`config.mk`:
```
export PLATFORM = sky130hd
export DESIGN_NAME = ss_ramp_top
export DESIGN_NICKNAME = d
export VERILOG_FILES = /design/src/rtl/ss_ramp_pkg.sv /design/src/rtl/ss_target_sel.sv /design/src/rtl/ss_step_timer.sv /design/src/rtl/ss_ramp_fsm.sv /design/src/rtl/ss_level_rom.sv /design/src/rtl/ss_ramp_top.sv
export SDC_FILE = /design/constraint.sdc
export NUM_CORES = 1
export LEC_CHECK = 0
export BUFFER_PORTS_ARGS = -buffer_cell sky130_fd_sc_hd__buf_4
export CORE_MARGIN = 2
export CORE_UTILIZATION = 55
export DETAILED_ROUTE_END_ITERATION = 7
export PLACE_DENSITY = 0.77
export SYNTH_ARGS = -nofsm -noshare
export SYNTH_HDL_FRONTEND = slang
export SYNTH_SLANG_ARGS = --single-unit
```
`constraint.sdc`:
```
create_clock -name clk -period 8.25 [get_ports clk]
set_input_delay 0.825 -clock clk [delete_from_list [all_inputs] [get_ports clk]]
set_output_delay 0.825 -clock clk [all_outputs]
set_load 0.1 [all_outputs]
```
`src/rtl/ss_ramp_pkg.sv`:
```
// Package: shared types and the level-to-millivolt law for the soft-start ramp.
// Assumes a 5-bit level code. The law is computed, not tabulated.
package ss_ramp_pkg;

    typedef enum logic [1:0] {
        SS_IDLE = 2'd0,
        SS_RAMP = 2'd1,
        SS_HOLD = 2'd2
    } ss_state_t;

    // Pseudo-log map from level code to feedback millivolts.
    function automatic logic [7:0] level_to_mv(input logic [4:0] code);
        int c;
        int mv;
        c = int'(code);
        if (c == 0)
            mv = 0;
        else if (c <= 12)
            mv = 3 * c + 2;
        else if (c <= 23)
            mv = 38 + 6 * (c - 12);
        else
            mv = 104 + 12 * (c - 23);
        return mv[7:0];
    endfunction

endpackage

```
`src/rtl/ss_target_sel.sv`:
```
// Target selector: passes the programmed level when one is set,
// otherwise full scale. Purely combinational.
module ss_target_sel #(
    parameter int CODE_W = 5
) (
    input  logic              tgt_set,
    input  logic [CODE_W-1:0] tgt_code,
    output logic [CODE_W-1:0] eff_tgt
);
    localparam logic [CODE_W-1:0] FULL_SCALE = {CODE_W{1'b1}};

    // Choose the programmed or default target.
    always_comb begin
        eff_tgt = tgt_set ? tgt_code : FULL_SCALE;
    end
endmodule

```
`src/rtl/ss_step_timer.sv`:
```
// Step timer: counts tick strobes while running.
// It pulses step_stb on the tick that completes STEP_US ticks.
// Assumes clr is held high whenever the ramp is not running.
module ss_step_timer #(
    parameter int STEP_US = 341
) (
    input  logic clk,
    input  logic rst_n,
    input  logic clr,
    input  logic tick,
    output logic step_stb
);
    localparam int CNT_W = (STEP_US > 1) ? $clog2(STEP_US) : 1;
    localparam logic [CNT_W-1:0] LAST = CNT_W'(STEP_US - 1);

    logic [CNT_W-1:0] cnt_q;

    // The strobe fires on the tick that closes the interval.
    always_comb begin
        step_stb = !clr && tick && (cnt_q == LAST);
    end

    // Advance the tick count and wrap at the interval end.
    always_ff @(posedge clk) begin
        if (!rst_n || clr)
            cnt_q <= '0;
        else if (tick)
            cnt_q <= (cnt_q == LAST) ? '0 : cnt_q + 1'b1;
    end

    AST_CNT_RANGE: assert property (@(posedge clk) disable iff (!rst_n)
        cnt_q <= LAST);
    AST_CLR_ZERO: assert property (@(posedge clk) disable iff (!rst_n)
        clr |=> cnt_q == '0);
endmodule

```
`src/rtl/ss_ramp_fsm.sv`:
```
// Ramp sequencer. In idle it holds code 0. On enable it climbs one code
// per step strobe up to the target, clamping if the target drops below
// the code. In hold it tracks the target directly.
// Assumes enable is synchronous to clk.
module ss_ramp_fsm #(
    parameter int CODE_W = 5
) (
    input  logic              clk,
    input  logic              rst_n,
    input  logic              enable,
    input  logic              step_stb,
    input  logic [CODE_W-1:0] eff_tgt,
    output logic [CODE_W-1:0] code,
    output logic              in_ramp,
    output logic              in_hold
);
    import ss_ramp_pkg::*;

    ss_state_t         st_q, st_d;
    logic [CODE_W-1:0] code_q, code_d;

    // Next-state and next-code decision.
    always_comb begin
        st_d   = st_q;
        code_d = code_q;
        if (!enable) begin
            st_d   = SS_IDLE;
            code_d = '0;
        end else begin
            unique case (st_q)
                SS_IDLE: begin
                    st_d   = SS_RAMP;
                    code_d = '0;
                end
                SS_RAMP: begin
                    if (eff_tgt <= code_q) begin
                        st_d   = SS_HOLD;
                        code_d = eff_tgt;
                    end else if (step_stb) begin
                        code_d = code_q + 1'b1;
                    end
                end
                SS_HOLD: code_d = eff_tgt;
                default: begin
                    st_d   = SS_IDLE;
                    code_d = '0;
                end
            endcase
        end
    end

    // State and code registers.
    always_ff @(posedge clk) begin
        if (!rst_n) begin
            st_q   <= SS_IDLE;
            code_q <= '0;
        end else begin
            st_q   <= st_d;
            code_q <= code_d;
        end
    end

    assign code    = code_q;
    assign in_ramp = (st_q == SS_RAMP);
    assign in_hold = (st_q == SS_HOLD);

    AST_DIS_CLEARS: assert property (@(posedge clk) disable iff (!rst_n)
        !enable |=> (code_q == '0) && !in_ramp && !in_hold);
    AST_HOLD_NO_TICK: assert property (@(posedge clk) disable iff (!rst_n)
        (in_ramp && enable && eff_tgt > code_q && !step_stb) |=> $stable(code_q));
    AST_ONE_STEP: assert property (@(posedge clk) disable iff (!rst_n)
        (in_ramp && enable && eff_tgt > code_q && step_stb) |=> code_q == $past(code_q) + 1'b1);
    AST_NO_OVERSHOOT: assert property (@(posedge clk) disable iff (!rst_n)
        (in_ramp && enable && eff_tgt <= code_q) |=> in_hold && code_q == $past(eff_tgt));
    AST_TRACK: assert property (@(posedge clk) disable iff (!rst_n)
        (in_hold && enable) |=> code_q == $past(eff_tgt));
    AST_EXCLUSIVE: assert property (@(posedge clk) disable iff (!rst_n)
        !(in_ramp && in_hold));
endmodule

```
`src/rtl/ss_level_rom.sv`:
```
// Level lookup: maps the current code to feedback millivolts through the
// computed pseudo-log law in the package. Combinational.
module ss_level_rom #(
    parameter int CODE_W = 5,
    parameter int MV_W   = 8
) (
    input  logic [CODE_W-1:0] code,
    output logic [MV_W-1:0]   mv
);
    import ss_ramp_pkg::*;

    // Evaluate the law for the presented code.
    always_comb begin
        mv = MV_W'(level_to_mv(5'(code)));
    end

    always_comb begin
        if (code == '0)
            AST_ZERO_MV: assert (mv == '0);
    end
endmodule

```
`src/rtl/ss_ramp_top.sv`:
```
// Soft-start reference ramp top. It ties the target selector, step timer,
// sequencer and level lookup together. ramp_active drives the halved
// current limit.
// Assumes tick_us is a one-cycle strobe, synchronous to clk.
module ss_ramp_top #(
    parameter int CODE_W  = 5,
    parameter int MV_W    = 8,
    parameter int STEP_US = 341
) (
    input  logic              clk,
    input  logic              rst_n,
    input  logic              enable,
    input  logic              tick_us,
    input  logic              tgt_set,
    input  logic [CODE_W-1:0] tgt_code,
    output logic [CODE_W-1:0] lvl_code,
    output logic [MV_W-1:0]   ref_mv,
    output logic              ramp_active,
    output logic              ramp_done
);
    logic [CODE_W-1:0] eff_tgt;
    logic              step_stb;
    logic              in_ramp;
    logic              in_hold;

    ss_target_sel #(.CODE_W(CODE_W)) u_sel (
        .tgt_set (tgt_set),
        .tgt_code(tgt_code),
        .eff_tgt (eff_tgt)
    );

    ss_step_timer #(.STEP_US(STEP_US)) u_tmr (
        .clk     (clk),
        .rst_n   (rst_n),
        .clr     (!in_ramp),
        .tick    (tick_us),
        .step_stb(step_stb)
    );

    ss_ramp_fsm #(.CODE_W(CODE_W)) u_fsm (
        .clk     (clk),
        .rst_n   (rst_n),
        .enable  (enable),
        .step_stb(step_stb),
        .eff_tgt (eff_tgt),
        .code    (lvl_code),
        .in_ramp (in_ramp),
        .in_hold (in_hold)
    );

    ss_level_rom #(.CODE_W(CODE_W), .MV_W(MV_W)) u_rom (
        .code(lvl_code),
        .mv  (ref_mv)
    );

    assign ramp_active = in_ramp;
    assign ramp_done   = in_hold;

    AST_FLAGS_EXCL: assert property (@(posedge clk) disable iff (!rst_n)
        !(ramp_active && ramp_done));
    AST_DONE_AT_TGT: assert property (@(posedge clk) disable iff (!rst_n)
        (ramp_active && enable && lvl_code == eff_tgt) |=> ramp_done && !ramp_active);
endmodule

```
* Word level (Yosys, flattened, before mapping)
Index checks and enable logic that the tools add are counted.
Cells by class: add/sub/neg operators 7, $mul 3, eq/ne operators 5, reduce and logical (&&, ||, !) cells 9, multiplexer cells 10, shifts and indexed selects 0, bitwise logic cells 1, div/mod/pow operators 0, order comparisons 3
Operator list (count):
- 3-bit by 32-bit multiplier with 6-bit output, first input constant | 1
- 3-bit by 32-bit multiplier with 7-bit output, first input constant | 1
- 8-bit 2-to-1 mux | 3
- 5-bit 2-to-1 mux | 3
- 5-bit one-hot mux with 2 select lines | 1
- 9-bit by 1-bit adder with 9-bit output, second input constant | 1
- 9-bit == test, second input constant | 1
- 9-bit 2-to-1 mux | 1
- 7-bit by 8-bit adder with 8-bit output, first input constant | 1
- 8-bit by 3-bit adder with 8-bit output, second input constant | 1
- 8-bit adder, first input constant | 1
- 2-bit by 5-bit multiplier with 7-bit output, first input constant | 1
- 2-bit one-hot mux with 3 select lines | 1
- 5-bit by 4-bit subtractor with 6-bit output, second input constant | 1
- 5-bit by 5-bit subtractor with 6-bit output, second input constant | 1
- 5-bit by 1-bit adder with 5-bit output, second input constant | 1
- 5-bit by 4-bit <= comparator with 1-bit output, second input constant | 1
- 5-bit <= comparator | 1
- 5-bit <= comparator, second input constant | 1
- 5-bit logical NOT | 1
- 2-bit AND reduction | 2
- 3-bit by 2-bit inequality test with 1-bit output, second input constant | 1
- 2-bit by 1-bit == test with 1-bit output, second input constant | 1
- 2-bit == test, second input constant | 1
- other kinds (7) | 9
Storage, ports and cells: bits in latches 0, bits in writable memories 0, bits in read-only memories 0, memories 0, register bits 16, output and inout port bits 15, word-level logic and storage cells 41

* Depth between registers and ports, before layout
depth in word-level cells 6, gate-level depth with buffers 12, mapped depth without buffers 12

* Cells and area by module
From an unflattened synthesis, not the netlist that was laid out.
Unflattened totals: cells, all modules 257, area total of the unflattened synthesis 2145.8 µm²
By module, submodules not included:
- ss_level_rom | area an instance 1053.5 µm², seq. area each 0.0 µm², times used 1, cells each 126
- ss_ramp_fsm | area an instance 584.3 µm², seq. area each 140.1 µm², times used 1, cells each 73
- ss_step_timer | area an instance 473.0 µm², seq. area each 180.2 µm², times used 1, cells each 52
- ss_target_sel | area an instance 31.3 µm², seq. area each 0.0 µm², times used 1, cells each 5
- ss_ramp_top | area an instance 3.8 µm², seq. area each 0.0 µm², times used 1, cells each 1

* Worst setup path after synthesis
No wires, ideal clock.
path kind reg2out, start reg u_fsm.code_q[3] (netlist: u_fsm.code[3]), end out ref_mv[6], cell stages (with the launch flop) 10, data arrival time 5.534 ns, setup slack 1.891 ns, buffers on the path 0, data required time 7.425 ns, cell sequence dfxtp_1 > inv_1 > ha_1 > xor2_1 > fa_1 > xor2_1 > o21ai_0 > xnor2_1 > a211oi_1 > a311oi_1
Between the ends: word-level cells in the longest chain between the ends 6, elaborated cells between the ends (all ways) 14, those cells by class add/sub: 5; mul: 3; order compare: 2; mux: 3; reduce/logical: 1
Ends and longest elaborated chain:
- from (decl) | RTL line ss_ramp_fsm.sv:20 | logic [CODE_W-1:0] code_q, code_d;
- from (signal assigned) | RTL line ss_ramp_fsm.sv:59 | code_q <= code_d;
- 5-bit by 5-bit subtractor with 6-bit output or 5-bit by 4-bit subtractor with 6-bit output (tied branches) | RTL line ss_ramp_pkg.sv:23, ss_ramp_pkg.sv:21
- 3-bit by 32-bit multiplier with 6-bit output or 3-bit by 32-bit multiplier with 7-bit output (tied branches) | RTL line ss_ramp_pkg.sv:23, ss_ramp_pkg.sv:21
- 8-bit adder or 7-bit by 8-bit adder with 8-bit output (tied branches) | RTL line ss_ramp_pkg.sv:23, ss_ramp_pkg.sv:21
- 8-bit 2-to-1 mux | RTL line ss_ramp_pkg.sv:20 | else if (c <= 23)
- 8-bit 2-to-1 mux | RTL line ss_ramp_pkg.sv:18 | else if (c <= 12)
- 8-bit 2-to-1 mux (*) | RTL line ss_ramp_pkg.sv:16 | if (c == 0)
- to (decl) | RTL line ss_ramp_top.sv:17 | output logic [MV_W-1:0] ref_mv,
Every way passes the cells marked *; elsewhere a longest branch is shown, timed or not.

* Final worst setup path
start reg u_fsm.code_q[0] (netlist: u_fsm.code[0]), end out ref_mv[7]
Same word-level chain as after synthesis.

==> impl_metrics.tcl <==
set metrics [dict create \
    synth.top_cell.area_share_pct 25.00 \
    placeableCoreArea_mm2 0.003661 \
    finalClockSkew_ns 0.002485 \
    antenna_cells_inserted 0 \
    initial_core_util_pct 57.42 \
    cts_post_setup_buffers_inserted 0 \
    timing_hold_violations_final 0 \
    worst_slew_pin_slew_ns 1.049 \
    globalRouteOverflowTotal 0 \
    via_count 1814 \
    critPathLaunchType "flip-flop" \
    dieWidth_um 65.82 \
    final_wl_mm 4.293 \
    critPathKind "reg -> out" \
    placed_area_mm2 0.002310 \
    synth-warning-count 0 \
    drv.max_cap_violation_count 0 \
    clock_sinks 16 \
    power_frac_clock_pct 39.3 \
    route.detailed.drc 0 \
    async_reset_ff_share_pct 0 \
    grt_pass1_wl_mm 7.176 \
    total_leakage_power_nw 1.088 \
    final_hold_slack_ns 0.5197 \
    ios 25 \
    die-height_um 65.82 \
    power.density_cell_area_mw_per_mm2 75.68 \
    fmaxAchievable_mhz 218.3 \
    first_global_vias 1603 \
    netlist-cell-type-count 50 \
    minimum_clock_period_after_layout_ns 4.582 \
    status "finished, final reports clean" \
    hp-class "reg -> reg" \
    synth_largest_area_cell "sky130_fd_sc_hd__ha_1" \
    holdPathEnd "u_tmr.cnt_q[8]" \
    drt-pass1-iter-count 4 \
    worst_ep_required_time_ns 7.42 \
    seq_power_share_pct 44.0 \
    grt_max_degree 16 \
    io_buffers 24 \
    synth_sequential_area_ratio_pct 15.24 \
    syn_avg_cell_area_um2 8.211 \
    ys_dominant_reg_cell "sky130_fd_sc_hd__dfxtp_1" \
    combPwrFrac_pct 16.7 \
    synth_enable_flop_cells 0 \
    grt_util_all_layers_pct 20.65 \
    net-switching-power_mw 0.04667 \
    ant_nets 0 \
    nNetsFinal 333 \
    detail_route.vias_per_cell 5.582 \
    post_synthesis_net_count 311 \
    reg2regPathDepth 8 \
    grt_antenna_before_repair 0 \
    critical_path.reg2reg.startpoint "u_fsm.code[3]" \
    worstSetupEndpointType "output port" \
    rsz0062_at_grt "no" \
    ctsHtreeMaxLevel 1 \
    worstPathArrival_ns 3.76 \
    post_synth_instance_area_mm2 0.002102 \
    worst_setup_path_startpoint "u_fsm.code[0]" \
    layout-drive-gt1-share_pct 14.08 \
    clkSlewWorstSetupHoldPaths_ns 0.07 \
    clock-root-buffer "sky130_fd_sc_hd__clkbuf_8" \
    timing.setup.tns_ns 0 \
    routabilityCongestion 0.8220 \
    number_of_cts_inserted_buffers 3 \
    holdPathStages 2 \
    detail_route.iter0.violations 114 \
    clockBufferDepth 2 \
    swShare_pct 26.08 \
    syn2layout_area_growth_pct 12.50 \
    placementRows 22 \
    routedWlPerCell_um 13.21 \
    maxSlewViolCount 0 \
    worst-path-max-fanout 11 \
    post-dp-hpwl_mm 3.450 \
    cts_tree "built" \
    postCtsResizedCells 0 \
    setup.reg_to_reg.worst_slack_ns 5.53 \
    die_area_mm2 0.004332 \
    postSynthRegisterBits 16 \
    min_period_over_period_pct 55.54 \
    r2r_path_end "u_fsm.code[4]" \
    p_int_mw 0.1323 \
    insertion_delay_ns 0.25 \
    timing.hold.worst.start "u_tmr.cnt_q[8]" \
    peakVddDrop_v 0.0001065 \
    cell_count_after_synthesis 256 \
    setup_viol_count_final 0 \
    synth_area_leaders "sky130_fd_sc_hd__ha_1 25%, sky130_fd_sc_hd__dfxtp_1 15%, sky130_fd_sc_hd__xor2_1 6.3%" \
    slew-limit-headroom_pct 30.10 \
    final_cell_area_mm2 0.002365 \
    cts_hold_repair.buffers 0 \
]
how the worst max path moves through the flow:
stage,endpoint,slack [ns],cells past startpoint
floorplan,ref_mv[6],1.89,9
global placement,ref_mv[7],3.96,12
detailed placement,ref_mv[7],3.96,11
CTS,ref_mv[7],3.68,12
global route,ref_mv[7],3.40,12
finish,ref_mv[7],3.67,12
registers in the layout, summed over array words and instances (netlist names):
register     flops
u_fsm.st_q       2
u_fsm.code       5
u_tmr.cnt_q      9
cells in the mapped netlist (4+ instances only):
master and number:
sky130_fd_sc_hd__ha_1 42, sky130_fd_sc_hd__nor2_1 23, sky130_fd_sc_hd__nand2_1 19, sky130_fd_sc_hd__inv_1 18, sky130_fd_sc_hd__dfxtp_1 16, sky130_fd_sc_hd__xor2_1 15
sky130_fd_sc_hd__xnor2_1 14, sky130_fd_sc_hd__a21oi_1 12, sky130_fd_sc_hd__o21ai_0 12, sky130_fd_sc_hd__nand3_1 8, sky130_fd_sc_hd__nor2b_1 7, sky130_fd_sc_hd__mux2i_1 6
sky130_fd_sc_hd__buf_2 4, sky130_fd_sc_hd__nand2b_1 4, sky130_fd_sc_hd__nand4_1 4, sky130_fd_sc_hd__nor3_1 4
cell families after synthesis:
| family | share of synthesized area [%] |
|---|---|
| AOI/OAI and AO/OA | 14.64 |
| and+or+nand+nor | 20.95 |
| DFF | 15.24 |
| xor gates and xnor gates | 12.08 |
| buffers and inverters | 4.762 |
| muxes | 4.464 |
| adders and majority gates | 27.86 |
critical path, cell delays in order (launching register included):
cell and delay, ns:
sky130_fd_sc_hd__dfxtp_1 0.59, sky130_fd_sc_hd__inv_1 0.24, sky130_fd_sc_hd__ha_1 0.45, sky130_fd_sc_hd__ha_1 0.31, sky130_fd_sc_hd__ha_1 0.23, sky130_fd_sc_hd__fa_1 0.38, sky130_fd_sc_hd__xor2_1 0.19, sky130_fd_sc_hd__nor3_1 0.18
sky130_fd_sc_hd__xor2_1 0.22, sky130_fd_sc_hd__xnor2_1 0.16, sky130_fd_sc_hd__xnor2_1 0.11, sky130_fd_sc_hd__o21ai_1 0.14, sky130_fd_sc_hd__buf_4 0.30
cell type report:
cell class	instances	area [um^2]
sequential	16	320.3
inverter	18	67.56
clock buffer	4	55.05
tap	48	60.06
multi-input combinational	215	1682
timing repair buffer	24	180.2
fill	322	1296
layout by cell type, fill, tap and decap left out, types with 2 or more instances in the layout:
cell,count
sky130_fd_sc_hd__nand2b_1,4
sky130_fd_sc_hd__clkbuf_8,4
sky130_fd_sc_hd__xor2_1,15
sky130_fd_sc_hd__a21o_1,2
sky130_fd_sc_hd__nor3_1,4
sky130_fd_sc_hd__mux2_2,3
sky130_fd_sc_hd__nor2_1,23
sky130_fd_sc_hd__a211oi_1,2
sky130_fd_sc_hd__xnor2_1,14
sky130_fd_sc_hd__and2_1,3
sky130_fd_sc_hd__ha_1,42
sky130_fd_sc_hd__o2111ai_1,2
sky130_fd_sc_hd__nand2_1,19
sky130_fd_sc_hd__nand4_1,4
sky130_fd_sc_hd__fa_1,3
sky130_fd_sc_hd__and3_1,2
sky130_fd_sc_hd__mux2i_1,6
sky130_fd_sc_hd__buf_4,24
sky130_fd_sc_hd__inv_1,18
sky130_fd_sc_hd__o21ai_0,12
sky130_fd_sc_hd__a32oi_1,2
sky130_fd_sc_hd__nor2b_1,7
sky130_fd_sc_hd__a21oi_1,12
sky130_fd_sc_hd__nand3_1,8
sky130_fd_sc_hd__or2_2,2
sky130_fd_sc_hd__o21a_1,2
sky130_fd_sc_hd__dfxtp_1,16
power by group through the flow:
stage / Clock [mW] / Sequential, mW / Combinational [mW]
after floorplan: 0 / 0.0808 / 0.0214
after CTS: 0.0709 / 0.0786 / 0.0298
final: 0.0703 / 0.0787 / 0.0299
after global routing: 0.0756 / 0.0787 / 0.0328
after global placement: 0 / 0.0803 / 0.0294
after detailed placement: 0 / 0.0804 / 0.0296
routing by layer:
| layer | track usage (%) | vias to the layer above | wire length, um |
|---|---|---|---|
| li1 | - | 932 | - |
| met1 | 29.45 | 841 | 2071 |
| met2 | 34.22 | 37 | 2037 |
| met3 | 1.533 | 4 | 154 |
| met4 | 3.906 | 0 | 29 |
| met5 | 0 | - | 0 |
metrics by stage:
| stage | setup slack (ns) | total power [mW] | instances | utilization, % |
|---|---|---|---|---|
| floorplan | 1.891 | 0.1022 | 256 | - |
| global placement | 3.960 | 0.1097 | 321 | 63.09 |
| detailed placement | 3.965 | 0.1100 | 321 | 63.09 |
| CTS | 3.676 | 0.1794 | 325 | 64.59 |
| global route | 3.401 | 0.1871 | 325 | 64.59 |
| finish | 3.668 | 0.1790 | 325 | 64.59 |
No activity file was read; power rests on OpenSTA's default activity.
